<file path="src/rtl/bb_pkg.sv">
package bb_pkg;

  typedef enum logic [1:0] {
    SZ_BYTE = 2'd0,
    SZ_HALF = 2'd1,
    SZ_WORD = 2'd2,
    SZ_BAD  = 2'd3
  } bbSize_e;

  // Strobes from control to datapath
  typedef struct packed {
    logic capReq;   // latch the accepted request
    logic capData;  // latch the fetched unit
    logic setErr;   // flag an error for the response
  } bbStrobe_t;

endpackage

</file>
<file path="src/rtl/bb_ctrl.sv">
module bb_ctrl
  import bb_pkg::*;
(
  input  logic      clk,
  input  logic      rstN,
  input  logic      reqValid,
  input  logic      reqWrite,
  input  logic      reqSizeBad,
  output logic      reqReady,
  input  logic      memReady,
  input  logic      memErr,
  output logic      memValid,
  output logic      memWrite,
  output logic      memLock,
  output logic      rspValid,
  output bbStrobe_t strobe
);

  typedef enum logic [1:0] {ST_IDLE, ST_FETCH, ST_STORE, ST_REPLY} bbState_e;

  bbState_e state, stateNext;
  logic     opWrite;

  always_ff @(posedge clk) begin
    if (!rstN) begin
      state   <= ST_IDLE;
      opWrite <= 1'b0;
    end else begin
      state <= stateNext;
      if (strobe.capReq) opWrite <= reqWrite;
    end
  end

  always_comb begin
    stateNext = state;
    reqReady  = 1'b0;
    memValid  = 1'b0;
    memWrite  = 1'b0;
    memLock   = 1'b0;
    rspValid  = 1'b0;
    strobe    = '0;
    unique case (state)
      ST_IDLE: begin
        reqReady = 1'b1;
        if (reqValid) begin
          strobe.capReq = 1'b1;
          if (reqSizeBad) begin
            strobe.setErr = 1'b1;
            stateNext     = ST_REPLY;
          end else begin
            stateNext = ST_FETCH;
          end
        end
      end
      ST_FETCH: begin
        memValid = 1'b1;
        memLock  = opWrite;
        if (memReady) begin
          if (memErr) begin
            strobe.setErr = 1'b1;
            stateNext     = ST_REPLY;
          end else begin
            strobe.capData = 1'b1;
            stateNext      = opWrite ? ST_STORE : ST_REPLY;
          end
        end
      end
      ST_STORE: begin
        memValid = 1'b1;
        memWrite = 1'b1;
        memLock  = 1'b1;
        if (memReady) begin
          strobe.setErr = memErr;
          stateNext     = ST_REPLY;
        end
      end
      ST_REPLY: begin
        rspValid  = 1'b1;
        stateNext = ST_IDLE;
      end
      default: stateNext = ST_IDLE;
    endcase
  end

  // a clean locked fetch is followed at once by the locked write-back
  assert_wb_follows_R9: assert property (@(posedge clk) disable iff (!rstN)
    (memValid && !memWrite && memLock && memReady && !memErr)
      |=> (memValid && memWrite && memLock));

  // a failed fetch issues nothing further
  assert_no_wb_on_err_R7: assert property (@(posedge clk) disable iff (!rstN)
    (memValid && !memWrite && memReady && memErr) |=> !memValid);

  // response is a single pulse
  assert_rsp_pulse_R10: assert property (@(posedge clk) disable iff (!rstN)
    rspValid |=> (!rspValid && reqReady));

  // no new request accepted while downstream traffic is live
  assert_one_inflight_R10: assert property (@(posedge clk) disable iff (!rstN)
    reqReady |-> (!memValid && !rspValid));

  // every downstream write is locked
  assert_write_locked_R9: assert property (@(posedge clk) disable iff (!rstN)
    (memValid && memWrite) |-> memLock);

endmodule

</file>
<file path="src/rtl/bb_datapath.sv">
module bb_datapath
  import bb_pkg::*;
#(
  parameter logic [31:0] BASE_ADDR = 32'h2000_0000,
  parameter int          ADDR_W    = 32,
  parameter int          WINDOW_W  = 25,
  parameter int          DATA_W    = 32
) (
  input  logic              clk,
  input  logic              rstN,
  input  bbStrobe_t         strobe,
  input  logic [ADDR_W-1:0] reqAddr,
  input  logic [1:0]        reqSize,
  input  logic [DATA_W-1:0] reqWdata,
  input  logic [DATA_W-1:0] memRdata,
  output logic [ADDR_W-1:0] memAddr,
  output logic [1:0]        memSize,
  output logic [DATA_W-1:0] memWdata,
  output logic [DATA_W-1:0] rspData,
  output logic              rspErr
);

  localparam int BYTES       = DATA_W / 8;
  localparam int BIT_W       = $clog2(DATA_W);
  localparam int STRIDE_LOG2 = 2;
  localparam int SHIFT       = STRIDE_LOG2 + 3;

  logic [WINDOW_W-1:0] offReg;
  logic [1:0]          sizeReg;
  logic                bitReg;
  logic [DATA_W-1:0]   unitReg;
  logic                errReg;

  logic [BYTES-1:0]    laneOn;
  logic [DATA_W-1:0]   laneMask;
  logic [ADDR_W-1:0]   rawAddr;
  logic [ADDR_W-1:0]   alignMask;
  logic [BIT_W-1:0]    idxMask;
  logic [BIT_W-1:0]    bitIdx;
  logic [DATA_W-1:0]   bitOneHot;

  for (genvar g = 0; g < BYTES; g++) begin : gLane
    assign laneOn[g] = (32'(g) < (32'd1 << sizeReg));
    assign laneMask[g*8 +: 8] = {8{laneOn[g]}};
  end

  always_ff @(posedge clk) begin
    if (!rstN) begin
      offReg  <= '0;
      sizeReg <= '0;
      bitReg  <= 1'b0;
      unitReg <= '0;
      errReg  <= 1'b0;
    end else begin
      if (strobe.capReq) begin
        offReg  <= reqAddr[WINDOW_W-1:0];
        sizeReg <= reqSize;
        bitReg  <= reqWdata[0];
        errReg  <= strobe.setErr;
      end else if (strobe.setErr) begin
        errReg <= 1'b1;
      end
      if (strobe.capData) unitReg <= memRdata & laneMask;
    end
  end

  always_comb begin
    rawAddr   = BASE_ADDR | ADDR_W'(offReg >> SHIFT);
    alignMask = {ADDR_W{1'b1}} << sizeReg;
    idxMask   = BIT_W'((32'd8 << sizeReg) - 32'd1);
    bitIdx    = offReg[STRIDE_LOG2 +: BIT_W] & idxMask;
    bitOneHot = DATA_W'(1) << bitIdx;
  end

  assign memAddr  = rawAddr & alignMask;
  assign memSize  = sizeReg;
  assign memWdata = bitReg ? (unitReg | bitOneHot) : (unitReg & ~bitOneHot);
  assign rspData  = {{(DATA_W-1){1'b0}}, unitReg[bitIdx]};
  assign rspErr   = errReg;

endmodule

</file>
<file path="src/rtl/bitband_bridge.sv">
module bitband_bridge
  import bb_pkg::*;
#(
  parameter logic [31:0] BASE_ADDR = 32'h2000_0000,
  parameter int          WINDOW_W  = 25
) (
  input  logic        clk,
  input  logic        rstN,
  input  logic        reqValid,
  output logic        reqReady,
  input  logic [31:0] reqAddr,
  input  logic [1:0]  reqSize,
  input  logic        reqWrite,
  input  logic [31:0] reqWdata,
  output logic        rspValid,
  output logic [31:0] rspData,
  output logic        rspErr,
  output logic        memValid,
  input  logic        memReady,
  output logic [31:0] memAddr,
  output logic [1:0]  memSize,
  output logic        memWrite,
  output logic [31:0] memWdata,
  output logic        memLock,
  input  logic [31:0] memRdata,
  input  logic        memErr
);

  bbStrobe_t strobe;
  logic      sizeBad;

  assign sizeBad = (reqSize == SZ_BAD);

  bb_ctrl u_ctrl (
    .clk        (clk),
    .rstN       (rstN),
    .reqValid   (reqValid),
    .reqWrite   (reqWrite),
    .reqSizeBad (sizeBad),
    .reqReady   (reqReady),
    .memReady   (memReady),
    .memErr     (memErr),
    .memValid   (memValid),
    .memWrite   (memWrite),
    .memLock    (memLock),
    .rspValid   (rspValid),
    .strobe     (strobe)
  );

  bb_datapath #(
    .BASE_ADDR (BASE_ADDR),
    .ADDR_W    (32),
    .WINDOW_W  (WINDOW_W),
    .DATA_W    (32)
  ) u_dp (
    .clk      (clk),
    .rstN     (rstN),
    .strobe   (strobe),
    .reqAddr  (reqAddr),
    .reqSize  (reqSize),
    .reqWdata (reqWdata),
    .memRdata (memRdata),
    .memAddr  (memAddr),
    .memSize  (memSize),
    .memWdata (memWdata),
    .rspData  (rspData),
    .rspErr   (rspErr)
  );

  // downstream address is aligned to the access size
  assert_aligned_R2: assert property (@(posedge clk) disable iff (!rstN)
    memValid |-> ((memSize == SZ_HALF) ? (memAddr[0] == 1'b0) :
                  (memSize == SZ_WORD) ? (memAddr[1:0] == 2'b00) : 1'b1));

  // an illegal size never reaches the downstream port
  assert_no_bad_size_R11: assert property (@(posedge clk) disable iff (!rstN)
    memValid |-> (memSize != SZ_BAD));

  // address and size are held across the whole request
  assert_addr_stable_R2: assert property (@(posedge clk) disable iff (!rstN)
    (memValid && $past(memValid)) |-> ($stable(memAddr) && $stable(memSize)));

endmodule

</file>
<file path="config.mk">
export PLATFORM = sky130hd
export DESIGN_NAME = bitband_bridge
export DESIGN_NICKNAME = d
export VERILOG_FILES = /design/src/rtl/bb_pkg.sv /design/src/rtl/bb_ctrl.sv /design/src/rtl/bb_datapath.sv /design/src/rtl/bitband_bridge.sv
export SDC_FILE = /design/constraint.sdc
export NUM_CORES = 1
export LEC_CHECK = 0
export BUFFER_PORTS_ARGS = -buffer_cell sky130_fd_sc_hd__buf_2
export CELL_PAD_IN_SITES_DETAIL_PLACEMENT = 0
export CELL_PAD_IN_SITES_GLOBAL_PLACEMENT = 1
export CORE_MARGIN = 3
export CORE_UTILIZATION = 29
export CTS_BUF_LIST = sky130_fd_sc_hd__clkbuf_4
export DETAILED_ROUTE_END_ITERATION = 16
export PLACE_DENSITY = 0.76
export SLEW_MARGIN = 20
export SYNTH_ARGS = -nofsm -noshare
export SYNTH_HDL_FRONTEND = slang
export SYNTH_SLANG_ARGS = --single-unit
</file>
<file path="constraint.sdc">
create_clock -name clk -period 2.08 [get_ports clk]
set_clock_uncertainty 0.05 [all_clocks]
set_input_delay 0.104 -clock clk [delete_from_list [all_inputs] [get_ports clk]]
set_output_delay 0.104 -clock clk [all_outputs]
set_load 0.03 [all_outputs]
</file>
Yosys cells after proc, flatten, opt, wreduce, memory -nomap -nowiden
Index checks and enable logic that the tools add are counted.
- multiplexer cells: 27
- $lt $le $gt $ge: 5
- add/sub/neg operators: 1
- reduce and logical (&&, ||, !) cells: 4
- equality and inequality tests: 7
- bitwise gates (word level): 6
- shifts and indexed selects: 4
- operators with widths (cell ; count):
    bitwise AND 32 bit ; 2
    less-than comparator 1 x 32 -> 1 bit, first input constant ; 2
    less-than comparator 2 x 32 -> 1 bit, first input constant ; 2
    bitwise AND 30 x 32 -> 32 bit ; 1
    two-way mux 32 bit ; 1
    NOT 32 bit ; 1
    bitwise OR 32 bit ; 1
    left shift 1 x 2 -> 32 bit, first input constant ; 1
    left shift 1 x 5 -> 32 bit, first input constant ; 1
    left shift 32 x 2 -> 32 bit, first input constant ; 1
    two-way mux 1 bit ; 16
    two-way mux 2 bit ; 6
    case mux 2 bit (4 select lines) ; 1
    == test 2 bit, second input constant ; 3
    less-than comparator 5 x 6 -> 1 bit, second input constant ; 1
    inequality test 2 bit, second input constant ; 3
    bitwise AND 5 bit ; 1
    binary-select mux 1 bit (select 5 bit) ; 1
    left shift 4 x 2 -> 5 bit, first input constant ; 1
    subtractor 5 x 1 -> 5 bit, second input constant ; 1
    case mux 1 bit (3 select lines) ; 1
    AND reduction 3 bit ; 1
    == test 2 x 1 -> 1 bit, second input constant ; 1
    logical NOT 2 bit ; 1
    3 further kinds ; 3
- input bits: 104
- output and inout port bits: 104
- register bits: 64

Logic depth before layout (Yosys ltp)
- depth after elaboration: 7
- depth in mapped cells: 8
- depth with buffers taken out: 6

By module
A second synthesis with hierarchy kept.
- cells, all modules: 456
- area, all modules: 4011.3 um^2
- by module, submodules not included (module ; area each (um^2) ; times used ; cells each):
    bb_datapath ; 3707.3 ; 1 ; 422
    bb_ctrl ; 297.8 ; 1 ; 33
    bitband_bridge ; 6.3 ; 1 ; 1

Worst setup path before layout
Ideal clock, no wire load.
- path type: flip-flop to output port
- start point: register u_dp.sizeReg[0], in the netlist u_dp.memSize[0]
- end point: output port rspData[0]
- arrival time: 2286 ps
- cell stages (with the launch flop): 8
- required time: 1926 ps
- buffers on the path: 1
- slack: -360 ps
- cell sequence: dfxtp_1 > or2_2 > clkbuf_1 > ha_1 > nor3b_1 > and3_1 > a31oi_1 > nand4_1
- longest elaborated chain between the ends: 5
- RTL lines (item ; line ; RTL):
    start, declared ; bb_datapath.sv:29 ; logic [1:0] sizeReg;
    start signal, assigned ; bb_datapath.sv:57 ; sizeReg <= reqSize;
    left shift 4 x 2 -> 5 bit ; bb_datapath.sv:70 ; idxMask = BIT_W'((32'd8 << sizeReg) - 32'd1);
    subtractor 5 x 1 -> 5 bit ; bb_datapath.sv:70 ;
    bitwise AND 5 bit ; bb_datapath.sv:71 ; bitIdx = offReg[STRIDE_LOG2 +: BIT_W] & idxMask;
    binary-select mux 1 bit (select 5 bit) ; bb_datapath.sv:78 ; assign rspData = {{(DATA_W-1){1'b0}}, unitReg[bitIdx]};
    two-way mux 1 bit (not written as such) ; bb_datapath.sv:78 ;
    end, declared ; bitband_bridge.sv:16 ; output logic [31:0] rspData,
Every way passes these cells. The select of a mux whose other input is x is not followed.

Final worst setup path
- start point: register u_dp.sizeReg[0], in the netlist u_dp.memSize[0]
- end point: output port memWdata[15]
- longest elaborated chain between the ends: 7
- elaborated cells between the ends (all ways): 8
- classes of those cells: 1 x add/sub; 2 x shift; 1 x mux; 4 x bitwise
- RTL lines (item ; line ; RTL):
    left shift 4 x 2 -> 5 bit * ; bb_datapath.sv:70 ;
    subtractor 5 x 1 -> 5 bit * ; bb_datapath.sv:70 ;
    bitwise AND 5 bit * ; bb_datapath.sv:71 ;
    left shift 1 x 5 -> 32 bit * ; bb_datapath.sv:72 ; bitOneHot = DATA_W'(1) << bitIdx;
    NOT 32 bit ; bb_datapath.sv:77 ; assign memWdata = bitReg ? (unitReg | bitOneHot) : (unitReg & ~bitOneHot);
    bitwise AND 32 bit ; bb_datapath.sv:77 ;
    two-way mux 32 bit * ; bb_datapath.sv:77 ;
    end, declared ; bitband_bridge.sv:23 ; output logic [31:0] memWdata,
Every way passes the cells marked *; elsewhere a longest branch is shown, timed or not.

==> reports/metrics.cfg <==
[drt]
drc_errors = 0
detailroute.via_count = 3782
routed_wl_mm = 12.0
drtIter0Drc = 146
avgRoutedWirePerCell_um = 14.7
ant_nets = 0
dr.pass1.iters = 4
vias_per_cell = 4.62

[place]
io_buffers = 124
routabilityCongestion = 0.859
hpwl_mm = 8.33

[clock_network]
clock_latency_ns = 0.40
path_clk_slew_ns = 0.10
clock-root-buffer = clkbuf_4
ctsLongestPathBuffers = 2
cts_buffers = 9
tritoncts = done
clock_sinks = 62
cts_max_level = 3

[min_path]
hold_path.class = input port to flop

[pwr]
peakVddDrop_uv = 919
swShare_pct = 42.9
powerDensity_nw_per_um2 = 737
p_seq_share_pct = 34.5
internal_power_mw = 2.38
power_mw = 4.17
switching_power_mw = 1.79
clock_power_share_pct = 19.3
pwr-share-comb_pct = 46.2
p_leak_nw = 2.41

[yosys]
yosysSeqAreaShare_pct = 31.9
yosys_warnings = 0
syn_inst = 476
ys.flop_type = dfxtp_1
ys_ff_latch = 62
synth_area_um2 = 3890
ys_types = 38
syn_avg_cell_area_um2 = 8.17
async_flop_share_pct = 0
synth_edf_count = 0

[worst_setup_path]
slowest_delay_ns = 0.36
crit_family = simple AND/OR/NAND/NOR gates
cp.depth = 7
cp.buffers_inverters = 1
crit_slowest_cell = dfxtp_4
reg2reg_slack_ns = 0.38
crit_start = u_dp.memSize[0]$_SDFFE_PN0P_
crit_path_max_fanout = 4
start_kind = flop
ff2ff_path_depth = 6
crit_chain = or2_4 > ha_4 > nand2b_4 > nand2_4 > nor2_4 > mux2_2 > buf_2
cp-endpoint = memWdata[15]
path_class = flop to primary output
cp-end-kind = primary output
r2r-end = u_ctrl.state[0]$_SDFFE_PN0P_
cp.required_ns = 1.93
regToRegStartpoint = u_ctrl.state[0]$_SDFFE_PN0P_
cp.arrival_ns = 2.26

[timing]
setup_tns_ns = -8.79
final_max_slew_viol_count = 0
fin_ws_ns = -0.333
rsz0062_at_grt = true
period_needed_ns = 2.41
hold_ws_ns = 0.122
final_hold_viol_count = 0
min_period_over_period_pct = 116
worstMarginPinSlew_ns = 0.652
slew_headroom_pct = 56.4
fmax_mhz = 414
setup_violations = 33

[global_route]
grt_pass1_wl_mm = 19.6
grt_overflow = 0
grt_pass1_vias = 3971
antenna_found_initial = 0
grt_max_degree = 34
globalRouteTotalUtil_pct = 16.6

[layout]
fill_cells = 1262
drive_gt1_share_pct = 37.5
n_antenna_cell = 0
layout.nets = 752
area_delta_synth_final_pct = 45.7
fin_util_pct = 44.0

[job]
cap_violations = 0

[die]
core-area_um2 = 12900
dieWidth_um = 122
num_rows = 41
ios = 208
dieArea_um2 = 14800
die_h_um = 122
initial_core_util_pct = 30.2

[outcome]
violations = setup timing
status = finished, violations left

cell usage after synthesis (3+ instances only):
library cell  instances  area share, %
nand3_1              38            4.9
dfxtp_1              62             32
mux4_2                4            2.3
nand2_1             106             10
mux2i_1               4            1.0
o211ai_1              3           0.58
nor2_1               20            1.9
nand2b_1              5           0.80
buf_2                 8            1.0
mux2_2               32            9.3
buf_4                60             12
nor2b_1               3           0.48
and3_1                3           0.48
clkbuf_1             21            2.0
ha_1                  5            1.6
a21boi_0             60             12
a21oi_1               4           0.51
inv_1                 7           0.68
repair_timing:
action,in CTS,in global routing
hold endpoints to repair,59,0
gates resized for setup,113,12
setup buffers,1,0
hold buffers,59,0
pin swaps,11,5
setup endpoints to repair,33,33
area by class of cell:
class	count	area (um^2)	share of cell area [%]
Clock inverter	4	50.0	0.883
Sequential cell	62	1250	22.0
Timing Repair Buffer	206	1560	27.6
Clock buffer	10	75.1	1.33
Multi-Input combinational cell	357	2490	43.9
Inverter	7	26.3	0.464
Tap cell	172	215	3.80
power groups by stage:
stage	sequential [mW]	combinational, mW	clock, mW
2_1_floorplan	1.44	1.36	0
3_3_place_gp	1.45	1.70	0
3_5_place_dp	1.46	1.73	0
4_1_cts	1.44	1.93	0.853
5_1_grt	1.46	2.12	0.904
6_report	1.44	1.93	0.807
worst min path at each step:
stage / from / to / slack [ns] / depth (start not counted)
after CTS: memErr / u_ctrl.state[0]$_SDFFE_PN0P_ / 0.08 / 4
after global routing: memErr / u_ctrl.state[0]$_SDFFE_PN0P_ / 0.13 / 4
after detailed placement: reqAddr[21] / u_dp.offReg[21]$_SDFFE_PN0P_ / 0.31 / 3
after global placement: reqAddr[12] / u_dp.offReg[12]$_SDFFE_PN0P_ / 0.30 / 3
final: memErr / u_ctrl.state[0]$_SDFFE_PN0P_ / 0.12 / 4
after floorplan: reqSize[0] / u_dp.memSize[0]$_SDFFE_PN0P_ / 0.19 / 2
worst min-delay path, cell delays in order:
cell     delay [ns]
buf_2          0.11
o21ai_0        0.08
nand3_1        0.08
o221a_2        0.17
layer usage:
metal	share of wire, %	GRT usage, %	vias to the layer above
met2	51	30.4	155
li1	-	-	1837
met1	41	19.4	1777
met3	7.5	4.32	13
met5	0	0	-
met4	0.86	3.92	0
sequential cells by signal, indices dropped and copies added (netlist names):
name	count
u_ctrl.opWrite	1
u_ctrl.state	2
u_dp.bitReg	1
u_dp.memSize	2
u_dp.offReg	23
u_dp.rspErr	1
u_dp.unitReg	32
cells in the final DEF (no fill, tap or decap), types with 3 or more instances in the layout:
cell type      instances
o211ai_1               3
ha_1                   4
dlygate4sd3_1         59
mux4_2                 4
nand2_1               98
nor2_4                15
nand2_4                3
mux2_2                12
nand3_1               36
nand2_2                5
mux2_4                20
nand2b_4               3
conb_1                43
nor2_1                 3
buf_4                 25
a21oi_1                4
clkbuf_4              10
inv_1                  7
mux2i_1                4
buf_6                 23
a21boi_0              60
dfxtp_1               59
buf_2                 97
kinds of logic (layout without fill, tap and decap cells):
family | Yosys count | in the layout | share of synthesized area [%]
AOI/OAI and AO/OA | 78 | 78 | 14.8
adders and majority gates | 5 | 5 | 1.61
other | 2 | 43 | 0.193
muxes | 42 | 42 | 14.0
DFF | 62 | 62 | 31.9
buffers and inverters | 98 | 227 | 15.9
and+or+nand+nor | 189 | 189 | 21.6
stage by stage:
step,area (um^2),setup WS (ns),std cells
2_1_floorplan,4080,0.000552,517
3_3_place_gp,4500,0.0233,744
3_5_place_dp,4500,0.0152,744
4_1_cts,5620,-0.366,818
5_1_grt,5670,-0.440,818
6_report,5670,-0.333,818
No activity file was read; power rests on OpenSTA's default activity.
